===== src/rtl/boot_lock_pkg.sv =====
package boot_lock_pkg;
  typedef enum logic [1:0] {
    LK_NONE  = 2'd0,
    LK_SMALL = 2'd1,
    LK_LARGE = 2'd2
  } lk_size_e;

  typedef enum logic [1:0] {
    OP_PROG = 2'd0,
    OP_PAGE = 2'd1,
    OP_SECT = 2'd2,
    OP_CHIP = 2'd3
  } op_kind_e;
endpackage


===== src/rtl/lock_slot.sv =====
module lock_slot
  import boot_lock_pkg::*;
#(
  parameter int unsigned ADDR_W     = 19,
  parameter bit          IS_TOP     = 1'b0,
  parameter logic [7:0]  CODE_LARGE = 8'h40,
  parameter logic [7:0]  CODE_SMALL = 8'h70
) (
  input  logic              clk_i,
  input  logic              rst_ni,
  input  logic              req_i,
  input  logic [7:0]        code_i,
  input  logic [ADDR_W-1:0] addr_i,
  output lk_size_e          size_o
);
  localparam logic [ADDR_W-1:0] TARGET = IS_TOP ? {ADDR_W{1'b1}} : '0;

  lk_size_e size_q, size_d;

  always_comb begin
    size_d = size_q;
    // first accepted request wins; slot is write-once until reset
    if (req_i && addr_i == TARGET && size_q == LK_NONE) begin
      if (code_i == CODE_LARGE)      size_d = LK_LARGE;
      else if (code_i == CODE_SMALL) size_d = LK_SMALL;
    end
  end

  always_ff @(posedge clk_i or negedge rst_ni) begin
    if (!rst_ni) size_q <= LK_NONE;
    else         size_q <= size_d;
  end

  assign size_o = size_q;
endmodule


===== src/rtl/region_hit.sv =====
module region_hit
  import boot_lock_pkg::*;
#(
  parameter int unsigned ADDR_W  = 19,
  parameter int unsigned SMALL_W = 14,
  parameter int unsigned LARGE_W = 16,
  parameter bit          IS_TOP  = 1'b0,
  localparam int unsigned OW     = $clog2(ADDR_W + 1)
) (
  input  lk_size_e          size_i,
  input  logic [OW-1:0]     op_w_i,
  input  logic [ADDR_W-1:0] addr_i,
  output logic              hit_o
);
  logic [OW-1:0] lk_w, span;
  logic          miss;

  // both ranges are aligned powers of two: overlap iff bits above the wider span match the end
  always_comb begin
    lk_w = '0;
    case (size_i)
      LK_SMALL: lk_w = OW'(SMALL_W);
      LK_LARGE: lk_w = OW'(LARGE_W);
      default:  lk_w = '0;
    endcase
    span = (op_w_i > lk_w) ? op_w_i : lk_w;
    miss = 1'b0;
    for (int i = 0; i < int'(ADDR_W); i++) begin
      if (i >= int'(span) && addr_i[i] != IS_TOP) miss = 1'b1;
    end
    hit_o = (size_i != LK_NONE) && !miss;
  end
endmodule


===== src/rtl/probe_status.sv =====
module probe_status
  import boot_lock_pkg::*;
#(
  parameter int unsigned ADDR_W    = 19,
  parameter int unsigned PROBE_OFS = 2
) (
  input  logic              id_mode_i,
  input  logic [ADDR_W-1:0] addr_i,
  input  lk_size_e          bot_size_i,
  input  lk_size_e          top_size_i,
  output logic              hit_o,
  output logic [7:0]        stat_o
);
  localparam logic [ADDR_W-1:0] BOT_PROBE = ADDR_W'(PROBE_OFS);
  localparam logic [ADDR_W-1:0] TOP_PROBE = ({ADDR_W{1'b1}} << 4) | ADDR_W'(PROBE_OFS);

  function automatic logic [1:0] enc(lk_size_e s);
    case (s)
      LK_SMALL: return 2'b10;
      LK_LARGE: return 2'b11;
      default:  return 2'b00;
    endcase
  endfunction

  logic is_bot, is_top;

  always_comb begin
    is_bot = id_mode_i && addr_i == BOT_PROBE;
    is_top = id_mode_i && addr_i == TOP_PROBE;
    hit_o  = is_bot | is_top;
    stat_o = 8'h00;
    if (is_bot)      stat_o[1:0] = enc(bot_size_i);
    else if (is_top) stat_o[1:0] = enc(top_size_i);
  end
endmodule


===== src/rtl/boot_lock_filter.sv =====
module boot_lock_filter
  import boot_lock_pkg::*;
#(
  parameter int unsigned ADDR_W     = 19,
  parameter int unsigned SMALL_W    = 14,
  parameter int unsigned LARGE_W    = 16,
  parameter int unsigned PAGE_W     = 12,
  parameter int unsigned SECT_W     = 16,
  parameter int unsigned PROBE_OFS  = 2,
  parameter logic [7:0]  CODE_LARGE = 8'h40,
  parameter logic [7:0]  CODE_SMALL = 8'h70
) (
  input  logic              clk_i,
  input  logic              rst_ni,
  input  logic              lock_req_i,
  input  logic [7:0]        lock_code_i,
  input  logic [ADDR_W-1:0] lock_addr_i,
  input  logic              op_valid_i,
  input  logic [1:0]        op_kind_i,
  input  logic [ADDR_W-1:0] op_addr_i,
  input  logic              id_mode_i,
  input  logic [ADDR_W-1:0] probe_addr_i,
  output logic              permit_o,
  output logic              probe_hit_o,
  output logic [7:0]        stat_o
);
  localparam int unsigned OW = $clog2(ADDR_W + 1);

  lk_size_e      slot_size [2];
  logic    [1:0] slot_hit;
  logic [OW-1:0] op_w;
  logic    [1:0] bot_size, top_size;

  always_comb begin
    case (op_kind_e'(op_kind_i))
      OP_PROG: op_w = '0;
      OP_PAGE: op_w = OW'(PAGE_W);
      OP_SECT: op_w = OW'(SECT_W);
      default: op_w = OW'(ADDR_W);
    endcase
  end

  // slot 0 guards the bottom end, slot 1 the top end
  for (genvar g = 0; g < 2; g++) begin : g_slot
    lock_slot #(
      .ADDR_W(ADDR_W), .IS_TOP(g == 1),
      .CODE_LARGE(CODE_LARGE), .CODE_SMALL(CODE_SMALL)
    ) u_slot (
      .clk_i, .rst_ni,
      .req_i (lock_req_i),
      .code_i(lock_code_i),
      .addr_i(lock_addr_i),
      .size_o(slot_size[g])
    );

    region_hit #(
      .ADDR_W(ADDR_W), .SMALL_W(SMALL_W), .LARGE_W(LARGE_W), .IS_TOP(g == 1)
    ) u_hit (
      .size_i(slot_size[g]),
      .op_w_i(op_w),
      .addr_i(op_addr_i),
      .hit_o (slot_hit[g])
    );
  end

  probe_status #(.ADDR_W(ADDR_W), .PROBE_OFS(PROBE_OFS)) u_probe (
    .id_mode_i,
    .addr_i    (probe_addr_i),
    .bot_size_i(slot_size[0]),
    .top_size_i(slot_size[1]),
    .hit_o     (probe_hit_o),
    .stat_o
  );

  assign permit_o = op_valid_i & ~(|slot_hit);
  assign bot_size = slot_size[0];
  assign top_size = slot_size[1];
endmodule


===== config.mk =====
export PLATFORM = sky130hd
export DESIGN_NAME = boot_lock_filter
export DESIGN_NICKNAME = d
export VERILOG_FILES = /design/src/rtl/boot_lock_pkg.sv /design/src/rtl/lock_slot.sv /design/src/rtl/region_hit.sv /design/src/rtl/probe_status.sv /design/src/rtl/boot_lock_filter.sv
export SDC_FILE = /design/constraint.sdc
export NUM_CORES = 1
export LEC_CHECK = 0
export BUFFER_PORTS_ARGS = -buffer_cell sky130_fd_sc_hd__buf_2
export CAP_MARGIN = 10
export CORE_MARGIN = 2
export CORE_UTILIZATION = 39
export CTS_BUF_LIST = sky130_fd_sc_hd__clkbuf_16
export CTS_CLUSTER_DIAMETER = 150
export DETAILED_ROUTE_END_ITERATION = 12
export PLACE_DENSITY = 0.87
export SYNTH_ARGS = -nofsm -noshare
export SYNTH_HDL_FRONTEND = slang
export SYNTH_SLANG_ARGS = --single-unit

===== constraint.sdc =====
create_clock -name clk_i -period 4.6 [get_ports clk_i]
set_input_delay 0.23 -clock clk_i [delete_from_list [all_inputs] [get_ports clk_i]]
set_output_delay 0.23 -clock clk_i [all_outputs]
set_load 0.02 [all_outputs]

# Word level (Yosys, flattened, before mapping)
# Index checks and enable logic that the tools add are counted.
dict set report totals {
  regBits 4
  inputBits 72
  out_inout_bits 10
  elab_cells 182
}
dict set report op_classes {
  n_lt_le_gt_ge 40
  eq_ne 11
  mux 49
  bitwise 22
  n_reduce_logical 58
}
# operator n
set ops {}
lappend ops {{4-bit by 5-bit greater-or-equal comparator with 1-bit output (first input constant)} 16}
lappend ops {{1-bit logical AND} 46}
lappend ops {{3-bit by 5-bit greater-or-equal comparator with 1-bit output (first input constant)} 8}
lappend ops {{19-bit equality test (second input constant)} 2}
lappend ops {{1-bit 2-to-1 mux} 38}
lappend ops {{5-bit greater-or-equal comparator (first input constant)} 6}
lappend ops {{1-bit by 5-bit greater-or-equal comparator with 1-bit output (first input constant)} 4}
lappend ops {{2-bit by 5-bit greater-or-equal comparator with 1-bit output (first input constant)} 4}
lappend ops {{1-bit NOT} 20}
lappend ops {{5-bit case mux with 2 select lines} 2}
lappend ops {{19-bit by 2-bit equality test with 1-bit output (second input constant)} 1}
lappend ops {{19-bit zero test} 1}
lappend ops {{8-bit by 7-bit equality test with 1-bit output (second input constant)} 2}
lappend ops {{5-bit case mux with 3 select lines} 1}
lappend ops {{5-bit greater-than comparator} 2}
lappend ops {{5-bit 2-to-1 mux} 2}
lappend ops {{2-bit 2-to-1 mux} 4}
lappend ops {{2-bit case mux with 2 select lines} 2}
lappend ops {{2-bit by 1-bit equality test with 1-bit output (second input constant)} 3}
lappend ops {{2-bit equality test (second input constant)} 3}
lappend ops {{2-bit zero test} 3}
lappend ops {{2-bit nonzero test} 3}
lappend ops {{2-bit AND reduction} 2}
lappend ops {{1-bit zero test} 2}
lappend ops {{3 further kinds} 3}

# Longest topological paths before layout
# Gate-level depths: netlist of run 1.
dict set report logic_depth {
  ltp_word 30
  mapped_depth 9
  mapped_depth_nobuf 9
}

# Modules after synthesis
# A second synthesis of run 1 with hierarchy kept.
dict set report hier_totals {
  cells_unflattened 208
  area_unflattened_um2 1531.5
}
# module instances cells_per_inst area_each_um2 seq_area_each_um2
set by_module_without_submodules {}
lappend by_module_without_submodules {{region_hit at g_slot[0].u_hit} 1 74 499.2 0.0}
lappend by_module_without_submodules {{region_hit at g_slot[1].u_hit} 1 70 455.4 0.0}
lappend by_module_without_submodules {probe_status 1 29 211.5 0.0}
lappend by_module_without_submodules {{lock_slot at g_slot[0].u_slot} 1 16 170.2 50.0}
lappend by_module_without_submodules {{lock_slot at g_slot[1].u_slot} 1 15 166.4 50.0}
lappend by_module_without_submodules {boot_lock_filter 1 4 28.8 0.0}

# Least setup slack after synthesis of run 1
# OpenSTA, ideal clock, no wires.
dict set report synth_timing {
  kind {register to output}
  start {register g_slot[1].u_slot.size_q[0]}
  end {output permit_o}
  t_arrival_ns 2.042
  t_required_ns 4.370
  setup_slack_ns 2.328
  path_stages_with_launch 10
  path_buffers 0
  cell_sequence {dfrtp_1 inv_1 ha_1 inv_1 ha_1 nor2b_1 mux2i_1 mux2i_1 a21oi_1 a211oi_2}
}
dict set report synth_via {
  elab_chain_len 30
  word_cells_on_any_way 68
  classes_between {20 x order compare; 2 x eq/ne; 21 x mux; 2 x bitwise; 23 x reduce/logical}
}
# item line_no
set synth_rtl {}
lappend synth_rtl {{from (decl)} lock_slot.sv:18} ;# lk_size_e size_q, size_d;
lappend synth_rtl {{from (signal assigned)} lock_slot.sv:31} ;# else size_q <= size_d;
lappend synth_rtl {{2-bit equality test / 2-bit by 1-bit equality test with 1-bit output (equally long branches)} region_hit.sv:21} ;# case (size_i)
lappend synth_rtl {{5-bit case mux with 2 select lines} region_hit.sv:21}
lappend synth_rtl {{5-bit greater-than comparator} region_hit.sv:26} ;# span = (op_w_i > lk_w) ? op_w_i : lk_w;
lappend synth_rtl {{5-bit 2-to-1 mux} region_hit.sv:26}
lappend synth_rtl {{1-bit by 5-bit greater-or-equal comparator with 1-bit output} region_hit.sv:29} ;# if (i >= int'(span) && addr_i[i] != IS_TOP) miss = 1'b1;
lappend synth_rtl {{1-bit logical AND} region_hit.sv:29}
lappend synth_rtl {{1-bit 2-to-1 mux (19 in series)} region_hit.sv:29}
lappend synth_rtl {{1-bit zero test} region_hit.sv:31} ;# hit_o = (size_i != LK_NONE) && !miss;
lappend synth_rtl {{1-bit logical AND *} region_hit.sv:31}
lappend synth_rtl {{2-bit OR reduction *} boot_lock_filter.sv:75} ;# assign permit_o = op_valid_i & ~(|slot_hit);
lappend synth_rtl {{1-bit NOT *} boot_lock_filter.sv:75}
lappend synth_rtl {{1-bit AND *} boot_lock_filter.sv:75}
lappend synth_rtl {{to (decl)} boot_lock_filter.sv:23} ;# output logic permit_o,
# Mark *: on every way between the ends. The rest lies on a longest branch, timed or not.

# Final worst setup path of run 1
# Same ends and word-level chain as after synthesis.

==> impl_metrics.tcl, run 1 <==
set metrics [dict create \
    synth_area_leaders "dfrtp_1, ha_1, nor4_1, nand4_1, a2111oi_4" \
    p_int_mw 0.178 \
    largest_reg_flops 4 \
    critPathLaunchType "register" \
    fin_cells 214 \
    wirelength_um 2760 \
    path_max_fanout 4 \
    hold_violations 0 \
    fin_tns_setup_ns 0 \
    numPortBuffers 75 \
    grt_start_max_net_pins 7 \
    drv_cap 0 \
    combPwrFrac 0.273 \
    clk_pin_slew_ns 0.03 \
    period_share 0.586 \
    drt_iter0_drc 14 \
    grt_antenna_before_repair 0 \
    yosys.area.top_type "dfrtp_1" \
    coreArea_um2 2020 \
    cp_top_family "adder cells" \
    max_freq_mhz 371 \
    clk_latency_ns 0.22 \
    synthTopCellsByCount "nor4_1, nand2_1, nand4_1" \
    rsz0062_at_grt "no" \
    synth_top_area_share 0.117 \
    synth_edf_count 0 \
    grt_pass1_wl_um 4660 \
    grt_usage 0.228 \
    synthesis.area_um2 856 \
    postRouteAntennaNets 0 \
    holdPathStages 3 \
    p_per_area_nw_per_um2 177 \
    crit_cells 10 \
    synth-seq-cells 4 \
    clock_sinks 4 \
    wl_per_cell_um 12.9 \
    worstSetupEndpointType "output port" \
    netlist_instances 110 \
    cp.required_ns 4.37 \
    worstPathArrival_ns 2.46 \
    power_frac_clock 0.575 \
    cts_tree "yes" \
    ir_worst_vdd_mv 0.262 \
    grt_pass1_vias 1224 \
    antennaDiodeCount 0 \
    cpPeakStageDelay_ns 0.39 \
    yosysSeqAreaShare 0.117 \
    numCtsBuffers 3 \
    async_flop_share 1.00 \
    dieArea_um2 2590 \
    skew_ns 0.000182 \
    synth_flop_cell "dfrtp_1" \
    avgSynthCellArea_um2 7.78 \
    cts_setup_buffers 0 \
    vias_per_cell 5.66 \
    finalNetCount 269 \
    dp_cells 210 \
    overflow 0 \
    path_buf_inv 3 \
    p_sw_mw 0.0554 \
    yosysMostFrequentCell "nor4_1" \
    holdCritPathClass "input pin to register" \
    synthToLayoutAreaGrowth_pct 54.2 \
    drive_gt1_frac 0.460 \
    h-tree-depth 1 \
    reg2reg_depth 5 \
    critPathSlowestCell "dfrtp_1" \
    boundaryPins 82 \
    drv_slew 0 \
    setup-violations-final 0 \
    yosys_warnings 0 \
    cts_root_buffer "clkbuf_16" \
    drt_pre_antenna_iters 4 \
    period_minus_slack_ns 2.69 \
    die_x_um 50.8 \
    path_class "register to output port" \
    p_leak_nw 0.606 \
    switching_share 0.237 \
    rows 16 \
    dp_hpwl_um 2390 \
    initial_core_util 0.423 \
    status "completed" \
    gp_congestion 0.796 \
    drcViolationCount 0 \
    die_h_um 50.8 \
    fillers 183 \
    finalPower_mw 0.234 \
    vias 1212 \
    p_seq_frac 0.152 \
    cts_max_path_buffers 2 \
    path_cells "inv_1 -> ha_1 -> inv_1 -> ha_1 -> nor2b_1 -> mux2i_1 -> mux2i_1 -> a21oi_1 -> a211oi_2 -> buf_2" \
    finalHoldWorstSlack_ns 0.334 \
    synthDistinctLibCells 37 \
]
per-layer routing:
| layer | GRT usage | routed length, µm | vias up |
|---|---|---|---|
| met3 | 0.0322 | 204 | 4 |
| met2 | 0.491 | 1560 | 65 |
| met4 | 0.0631 | 28 | 0 |
| met1 | 0.216 | 968 | 563 |
| met5 | 0 | 0 | - |
| li1 | - | - | 580 |
cell type report:
class | count | area, µm² | area share
multi-input cells | 97 | 699 | 0.530
repair buffers | 76 | 385 | 0.292
flip-flops and latches | 4 | 100 | 0.0758
clock buffers | 3 | 75.1 | 0.0569
well taps | 27 | 33.8 | 0.0256
inverters | 7 | 26.3 | 0.0199
kinds of logic (layout without fill, tap and decap cells):
group                      Yosys count  count (layout)  synth area share
and+or+nand+nor                     56              56             0.398
buffers and inverters               14              86            0.0877
muxes                                3               3            0.0351
DFF                                  4               4             0.117
AOI/OAI and AO/OA                   24              24             0.241
adders and majority gates            8               8             0.117
other                                1               6           0.00438
power groups by stage:
stage	combinational, mW	clock, mW	sequential (mW)
final	0.0638	0.135	0.0354
after global routing	0.0710	0.140	0.0354
after CTS	0.0635	0.137	0.0354
after global placement	0.0589	0	0.0358
after floorplan	0.0260	0	0.0358
after detailed placement	0.0623	0	0.0358
cell usage in the layout (no fill, tap or decap), types with 2 or more instances in the layout:
master / instances
mux2i_1: 3
buf_2: 75
a22o_1: 2
inv_1: 7
ha_1: 8
nor4_1: 11
a21oi_1: 4
and4_1: 4
nor3_1: 4
dfrtp_1: 4
nor2b_1: 3
a2111oi_4: 2
or2_2: 2
nor2_1: 2
o21ai_0: 6
clkbuf_16: 3
nand4_1: 9
nand3_1: 4
nand2_1: 10
conb_1: 6
path summary, 6_finish.rpt:
path	startpoint	endpoint	slack [ns]
min	lock_code_i[4]	g_slot[1].u_slot.size_o[0]$_DFFE_PN0P_	0.33
min in group asynchronous	rst_ni	g_slot[1].u_slot.size_o[1]$_DFFE_PN0P_	0.34
max in group asynchronous	rst_ni	g_slot[0].u_slot.size_o[0]$_DFFE_PN0P_	4.14
max	g_slot[1].u_slot.size_o[0]$_DFFE_PN0P_	permit_o	1.91
min reg2reg	g_slot[0].u_slot.size_o[1]$_DFFE_PN0P_	g_slot[0].u_slot.size_o[1]$_DFFE_PN0P_	0.58
max reg2reg	g_slot[0].u_slot.size_o[0]$_DFFE_PN0P_	g_slot[0].u_slot.size_o[1]$_DFFE_PN0P_	2.84
through the flow:
stage / setup WS [ns] / area [µm²] / utilization
2_1_floorplan: 2.33 / 875 / -
3_3_place_gp: 2.26 / 1230 / 0.611
3_5_place_dp: 2.16 / 1230 / 0.611
4_1_cts: 1.89 / 1320 / 0.653
5_1_grt: 1.73 / 1320 / 0.653
6_report: 1.91 / 1320 / 0.653
worst min-delay path, stage by stage:
cell     delay [ns]
buf_2          0.11
a21oi_1        0.05
a21oi_1        0.12
repair_timing:
item,CTS,global route
resized for setup,0,0
endpoints found under the setup margin,0,0
hold buffers,1,0
endpoints found under the hold margin,4,0
Power figures use the tool's default switching activity.
==> inputs of run 2 (changes only) <==
--- a/config.mk
+++ b/config.mk
@@ -8,11 +8,11 @@
 export BUFFER_PORTS_ARGS = -buffer_cell sky130_fd_sc_hd__buf_2
 export CAP_MARGIN = 10
 export CORE_MARGIN = 2
-export CORE_UTILIZATION = 39
+export CORE_UTILIZATION = 33
 export CTS_BUF_LIST = sky130_fd_sc_hd__clkbuf_16
 export CTS_CLUSTER_DIAMETER = 150
 export DETAILED_ROUTE_END_ITERATION = 12
-export PLACE_DENSITY = 0.87
+export PLACE_DENSITY = 0.79
 export SYNTH_ARGS = -nofsm -noshare
 export SYNTH_HDL_FRONTEND = slang
 export SYNTH_SLANG_ARGS = --single-unit
==> constraint.sdc (replaced) <==
create_clock -name clk_i -period 2.4 [get_ports clk_i]
set_input_delay 0.12 -clock clk_i [delete_from_list [all_inputs] [get_ports clk_i]]
set_output_delay 0.12 -clock clk_i [all_outputs]
set_load 0.02 [all_outputs]
==> run 2 against run 1 <==
  * Cell count up 2.8%
  * Hold slack worse by 0.14 ns
  * Sequential power grew 92%
  * Power rose by 92%
  * Combinational power is 91% higher
  * Clock-buffer cell count unchanged
  * Core utilization decreased by 9.0 points
  * Critical endpoint unchanged
==> impl_metrics.tcl, run 2 (synthesized netlist as in run 1, its figures left out) <==
set metrics [dict create \
    regToRegEndpoint "g_slot[0].u_slot.size_o[1]$_DFFE_PN0P_" \
    skew_ns 0.0000733 \
    holdPathStages 3 \
    grt_pass1_wl_um 3480 \
    numCtsBuffers 3 \
    worstSetupEndpointType "output port" \
    final_cell_mix "buf_2, nor4_1, nand2_1, nand4_1" \
    ir_worst_vdd_mv 0.367 \
    drive_gt1_frac 0.500 \
    critPathLaunchType "register" \
    overflow 0 \
    die_x_um 54.9 \
    initial_core_util 0.345 \
    clk_pin_slew_ns 0.03 \
    largest_reg_flops 4 \
    hold_end "g_slot[1].u_slot.size_o[0]$_DFFE_PN0P_" \
    postRouteAntennaNets 0 \
    grt_start_max_net_pins 7 \
    die_h_um 54.9 \
    holdCritPathClass "input pin to register" \
    grt_antenna_before_repair 0 \
    clk_latency_ns 0.23 \
    status "completed" \
    wirelength_um 2410 \
    wl_per_cell_um 11.0 \
    period_minus_slack_ns 2.29 \
    h-tree-depth 1 \
    cts_max_path_buffers 2 \
    cts_root_buffer "clkbuf_16" \
    max_freq_mhz 437 \
    p_leak_nw 0.628 \
    worstPathArrival_ns 2.17 \
    r2r-start "g_slot[0].u_slot.size_o[1]$_DFFE_PN0P_" \
    gp_congestion 0.735 \
    drt_iter0_drc 2 \
    coreArea_um2 2480 \
    cp.required_ns 2.28 \
    boundaryPins 82 \
    period_share 0.953 \
    path_class "register to output port" \
    cts_tree "yes" \
    dp_hpwl_um 2210 \
    vias 1132 \
    drv_slew 0 \
    antennaDiodeCount 0 \
    grt_usage 0.161 \
    vias_per_cell 5.15 \
    fin_tns_setup_ns 0 \
    fin_util 0.563 \
    final_common_cell "buf_2" \
    setup-violations-final 0 \
    p_per_area_nw_per_um2 322 \
    rsz0062_at_grt "no" \
    finalNetCount 272 \
    path_max_fanout 3 \
    rows 18 \
    clock_sinks 4 \
    drv_cap 0 \
    drt_pre_antenna_iters 4 \
    hold_violations 0 \
    drcViolationCount 0 \
    numPortBuffers 75 \
    synthToLayoutAreaGrowth_pct 62.9 \
    grt_pass1_vias 947 \
    reg2reg_slack_ns 0.59 \
    reg2reg_depth 5 \
    hp-start "lock_code_i[4]" \
    dieArea_um2 3020 \
]
run 2: area by class of cell:
class | count | area (µm²)
fill | 256 | 1080
clock buffer | 3 | 75.1
inverter | 7 | 26.3
sequential | 4 | 100
tap | 30 | 37.5
timing repair buffer | 79 | 410
multi-input combinational | 97 | 744
run 2: power by group:
part / internal [mW] / leakage, nW / switching (mW) / total (mW)
Sequential: 0.0680 / 0.0455 / 0.000000000985 / 0.0680
Clock: 0.213 / 0.0370 / 0.0468 / 0.260
Combinational: 0.0637 / 0.546 / 0.0579 / 0.122
Total: 0.344 / 0.628 / 0.105 / 0.449
run 2: repair_timing:
action | 4_1_cts | 5_1_grt
hold buffers | 1 | 0
resized for setup | 4 | 6
pin swaps | 0 | 3
endpoints found under the hold margin | 4 | 0
setup buffers | 0 | 2
setup endpoints to repair | 1 | 1
run 2: worst max-delay path, stage by stage (launching register included):
cell	delay, ns
dfrtp_1	0.38
inv_2	0.10
ha_4	0.14
inv_1	0.07
ha_4	0.24
nor2b_1	0.12
o21ai_1	0.15
o21ai_0	0.10
a211o_1	0.31
a211oi_2	0.17
buf_4	0.17
run 2: worst max-delay path by stage:
stage                                                 startpoint       end  slack (ns)  cells after the start
after floorplan           g_slot[1].u_slot.size_o[0]$_DFFE_PN0P_  permit_o        0.24                      9
after global placement    g_slot[1].u_slot.size_o[0]$_DFFE_PN0P_  permit_o        0.23                     10
after detailed placement  g_slot[1].u_slot.size_o[0]$_DFFE_PN0P_  permit_o        0.18                     10
after CTS                 g_slot[0].u_slot.size_o[0]$_DFFE_PN0P_  permit_o       0.006                     10
after global routing      g_slot[0].u_slot.size_o[0]$_DFFE_PN0P_  permit_o        0.01                     10
final                     g_slot[0].u_slot.size_o[0]$_DFFE_PN0P_  permit_o        0.11                     10
run 2: metrics by stage:
stage / setup slack (ns) / instance area, µm² / total power, mW / hold slack [ns] / std cells
floorplan: 0.238 / 875 / 0.119 / -0.176 / 115
global placement: 0.229 / 1250 / 0.184 / -0.0717 / 214
detailed placement: 0.180 / 1250 / 0.186 / -0.0672 / 214
CTS: 0.00618 / 1340 / 0.452 / 0.193 / 218
global route: 0.0115 / 1390 / 0.472 / 0.231 / 220
finish: 0.113 / 1390 / 0.449 / 0.190 / 220
run 2: layer usage:
layer / track usage / share of wire / wire (µm)
met2: 0.315 / 0.48 / 1150
met3: 0.0376 / 0.097 / 234
met4: 0.0732 / 0.017 / 40
met1: 0.158 / 0.41 / 988
met5: 0 / 0 / 0
